**src/rtl/trace_sync_ctrl.sv**
```systemverilog
module trace_sync_ctrl #(
  parameter int CNT_W = 8
) (
  input  logic             clk,
  input  logic             rst_n,
  input  logic             trace_en,
  input  logic             reset_exit,
  input  logic             lowpwr_exit,
  input  logic             dbg_exit,
  input  logic             q_overrun,
  input  logic             evt_in,
  input  logic [1:0]       evt_cfg,
  input  logic             secure_loss,
  input  logic             collide_loss,
  input  logic             branch,
  input  logic             msg_sent,
  input  logic             instr_step,
  output logic             sync_sel,
  output logic             sync_pending
);
  localparam logic [CNT_W-1:0] LIM = '1;
  localparam logic [1:0] EVT_SYNC = 2'b01;

  logic             en_q;
  logic [CNT_W-1:0] msg_cnt, ins_cnt;

  wire en_rise   = trace_en & ~en_q;
  wire evt_hit   = evt_in & (evt_cfg == EVT_SYNC);
  wire new_cause = reset_exit | lowpwr_exit | dbg_exit | q_overrun |
                   evt_hit | secure_loss | collide_loss;
  wire need_sync = sync_pending | en_rise | (msg_cnt == LIM) | (ins_cnt == LIM);

  assign sync_sel = branch & trace_en & need_sync;

  always_ff @(posedge clk or negedge rst_n) begin
    if (!rst_n) begin
      en_q         <= 1'b0;
      sync_pending <= 1'b1;
      msg_cnt      <= '0;
      ins_cnt      <= '0;
    end else begin
      en_q <= trace_en;

      if (sync_sel) sync_pending <= new_cause;
      else          sync_pending <= sync_pending | new_cause | en_rise;

      if (sync_sel)                        msg_cnt <= '0;
      else if (msg_sent && msg_cnt != LIM) msg_cnt <= msg_cnt + 1'b1;

      if (branch)                            ins_cnt <= '0;
      else if (instr_step && ins_cnt != LIM) ins_cnt <= ins_cnt + 1'b1;
    end
  end
endmodule


```
**config.mk**
```make
export PLATFORM = sky130hd
export DESIGN_NAME = trace_sync_ctrl
export DESIGN_NICKNAME = d
export VERILOG_FILES = /design/src/rtl/trace_sync_ctrl.sv
export SDC_FILE = /design/constraint.sdc
export NUM_CORES = 1
export LEC_CHECK = 0
export BUFFER_PORTS_ARGS = -buffer_cell sky130_fd_sc_hd__buf_2
export CORE_UTILIZATION = 57
export DETAILED_ROUTE_END_ITERATION = 8
export MAX_ROUTING_LAYER = met4
export PLACE_DENSITY_LB_ADDON = 0.25
export SLEW_MARGIN = 20
export SYNTH_ARGS = -nofsm -noshare
export SYNTH_HDL_FRONTEND = slang
export SYNTH_SLANG_ARGS = --single-unit
export TNS_END_PERCENT = 100
```
**constraint.sdc**
```tcl
create_clock -name clk -period 2.7 [get_ports clk]
set_input_delay 0.27 -clock clk [delete_from_list [all_inputs] [get_ports clk]]
set_output_delay 0.27 -clock clk [all_outputs]
set_load 0.05 [all_outputs]
```
==> results_dict.tcl <==
set metrics [dict create \
    fin_crit_sh 0.863 \
    comb_power_share 0.159 \
    final_cell_count_no_fill 132 \
    gp_congestion 0.879 \
    cp_max_fo 9 \
    synth_cells 97 \
    crit_path_top_delay_cell "dfrtp_1" \
    overflow 0 \
    firstDrtPassIters 4 \
    dp_slack_ns 0.705 \
    final-max-slew-violation-count 0 \
    synthArstFlopShare 1.00 \
    end_kind "output port" \
    fin_skew_ns 0.000891 \
    vias 802 \
    postCtsSetupBuffers 0 \
    cts.clk_slew.worst_paths_ns 0.10 \
    coreArea_um2 1540 \
    hpwl_um 1370 \
    antenna_found_initial 0 \
    hold_buffers 1 \
    critPathLaunchType "flop" \
    post-route-min-period_ns 2.33 \
    p_int_uw 385 \
    power.leakage_uw 0.000456 \
    grt_pass1_vias 753 \
    mostFrequentLayoutCells "17 x dfrtp_1, 16 x buf_2, 13 x nor2_1, 7 x a211oi_1, 6 x nand3_1" \
    rsz0062_at_grt "no" \
    cts-resized-gates 0 \
    fin_ws_ns 0.369 \
    post-route-drc-count 0 \
    ioPinCount 17 \
    std_cell_rows 14 \
    diodes 0 \
    postLayoutCoreUtil 0.705 \
    cap_violations 0 \
    timing.slew.headroom 0.737 \
    finalSetupTns_ns 0 \
    crit_type "reg2out" \
    hold_violations 0 \
    synth_seq_area_share 0.470 \
    yosys_warnings 0 \
    path_buf_inv 1 \
    dieArea_um2 1850 \
    root_buffer "clkbuf_4" \
    ys_ff_latch 18 \
    layout-drive-gt1-share 0.198 \
    synth-main-ff-cell "dfrtp_1" \
    clk_path_buf_depth 2 \
    placed_cells 127 \
    die_height_um 43.1 \
    netSwitchingPower_uw 155 \
    min_from "trace_en" \
    area_growth_pct 13.0 \
    grt_pass1_wl_um 3170 \
    crit_path_cell_trace "ha_1, nand4_1, o22a_1, a21boi_4, buf_2" \
    critical_path_required_ns 2.43 \
    worst_hold_path_type "in2reg" \
    insertion_delay_ns 0.29 \
    whs_ns 0.100 \
    final.fill_count 120 \
    final_common_cell "dfrtp_1" \
    cpLargestDelayFamily "compound AO/OA/AOI/OAI gates" \
    track_usage 0.240 \
    vdd_ir_drop_max_mv 0.385 \
    pwr-share-clk 0.255 \
    cts.sinks 18 \
    wl_per_cell_um 13.7 \
    swShare 0.287 \
    cts_buffers 3 \
    power.density_nw_per_um2 498 \
    avgViaCountPerCell 6.08 \
    io_buffers 16 \
    cp.arrival_ns 2.06 \
    critPathLaunch "msg_cnt[0]" \
    nets 134 \
    synth_area_per_cell_um2 9.91 \
    synth_edf_count 0 \
    syn_area_um2 961 \
    grt_max_degree 19 \
    cts_tree "built" \
    ant_nets 0 \
    max_freq_ghz 0.429 \
    p_seq_frac 0.586 \
    synth_nets 114 \
    routed_wl_um 1810 \
    cts_htree_levels 1 \
    worstReg2RegStart "msg_cnt[0]" \
    start_util 0.623 \
    status "complete, no violations" \
    critPathMaxStageDelay_ns 0.40 \
    worst_pin_slew_ns 0.391 \
    ys_types 31 \
    setup_viol 0 \
    die_w_um 43.1 \
    drt_iter0_markers 19 \
]
-- area by class of cell --
type,instances,area [um^2],share of cell area
Multi-Input combinational cell,72,479,0.441
Inverter,5,18.8,0.0173
Timing Repair Buffer,17,90.1,0.0829
Tap cell,16,20.0,0.0184
Sequential cell,18,452,0.416
Clock buffer,4,26.3,0.0242
-- sequential cells by signal (all words and copies together) (netlist names) --
name	flops
en_q	1
ins_cnt	8
msg_cnt	8
sync_pending	1
-- cells by family (layout without fill, tap and decap cells) --
kind of cell,after synthesis,after routing,share of synthesized area
simple gates,41,41,0.225
compound gates,20,20,0.163
flops,18,18,0.470
xor+xnor,7,7,0.0638
buf+inv,7,26,0.0313
fa+ha+maj,2,2,0.0260
mux,2,2,0.0208
-- worst reg2reg max path: cells and delay by family (launching register included) --
kind	cells	cell delay, ns
AND/OR/NAND/NOR	2	0.21
flip-flops	1	0.40
multiplexers	1	0.24
adder cells (fa/ha/maj)	1	0.35
AO/OA/AOI/OAI	1	0.37
-- cells in the mapped netlist, drive strengths merged (3+ instances only) --
library cell	number	area share
nand2	3	0.012
a211oi	7	0.055
dfrtp	17	0.44
a311oi	3	0.027
xor2	3	0.027
nand4	5	0.033
inv	5	0.020
nor3	5	0.026
xnor2	4	0.036
nor2	13	0.051
nand3	7	0.042
a21oi	3	0.016
-- through the flow --
| stage | power, uW | area, um^2 |
|---|---|---|
| after floorplan | 373 | 961 |
| after global routing | 569 | 1090 |
| after detailed placement | 407 | 1050 |
| after global placement | 397 | 1050 |
| final | 540 | 1090 |
| after CTS | 545 | 1090 |
-- metal layers --
metal,up-vias,global-route usage,share of wire
met1,372,0.302,0.45
met3,5,0.0255,0.046
met2,28,0.382,0.48
met5,-,-,0
met4,0,0.127,0.024
li1,397,-,-
-- path summary, 6_finish.rpt --
path,end,slack [ns],depth (start not counted)
worst min register to register,msg_cnt[1],0.59,2
min in group asynchronous,ins_cnt[7],0.41,2
worst max register to register,msg_cnt[1],1.02,5
worst max-delay path,sync_sel,0.37,5
max in group asynchronous,sync_pending,1.97,2
worst min-delay path,en_q,0.1,1
-- power by group through the flow --
stage | combinational, uW | sequential, uW | clock, uW
CTS | 87.1 | 317 | 141
global placement | 78.8 | 318 | 0
finish | 86.1 | 317 | 138
detailed placement | 85.6 | 322 | 0
floorplan | 58.5 | 315 | 0
global route | 100 | 321 | 148
(Power assumes the default switching activity.)
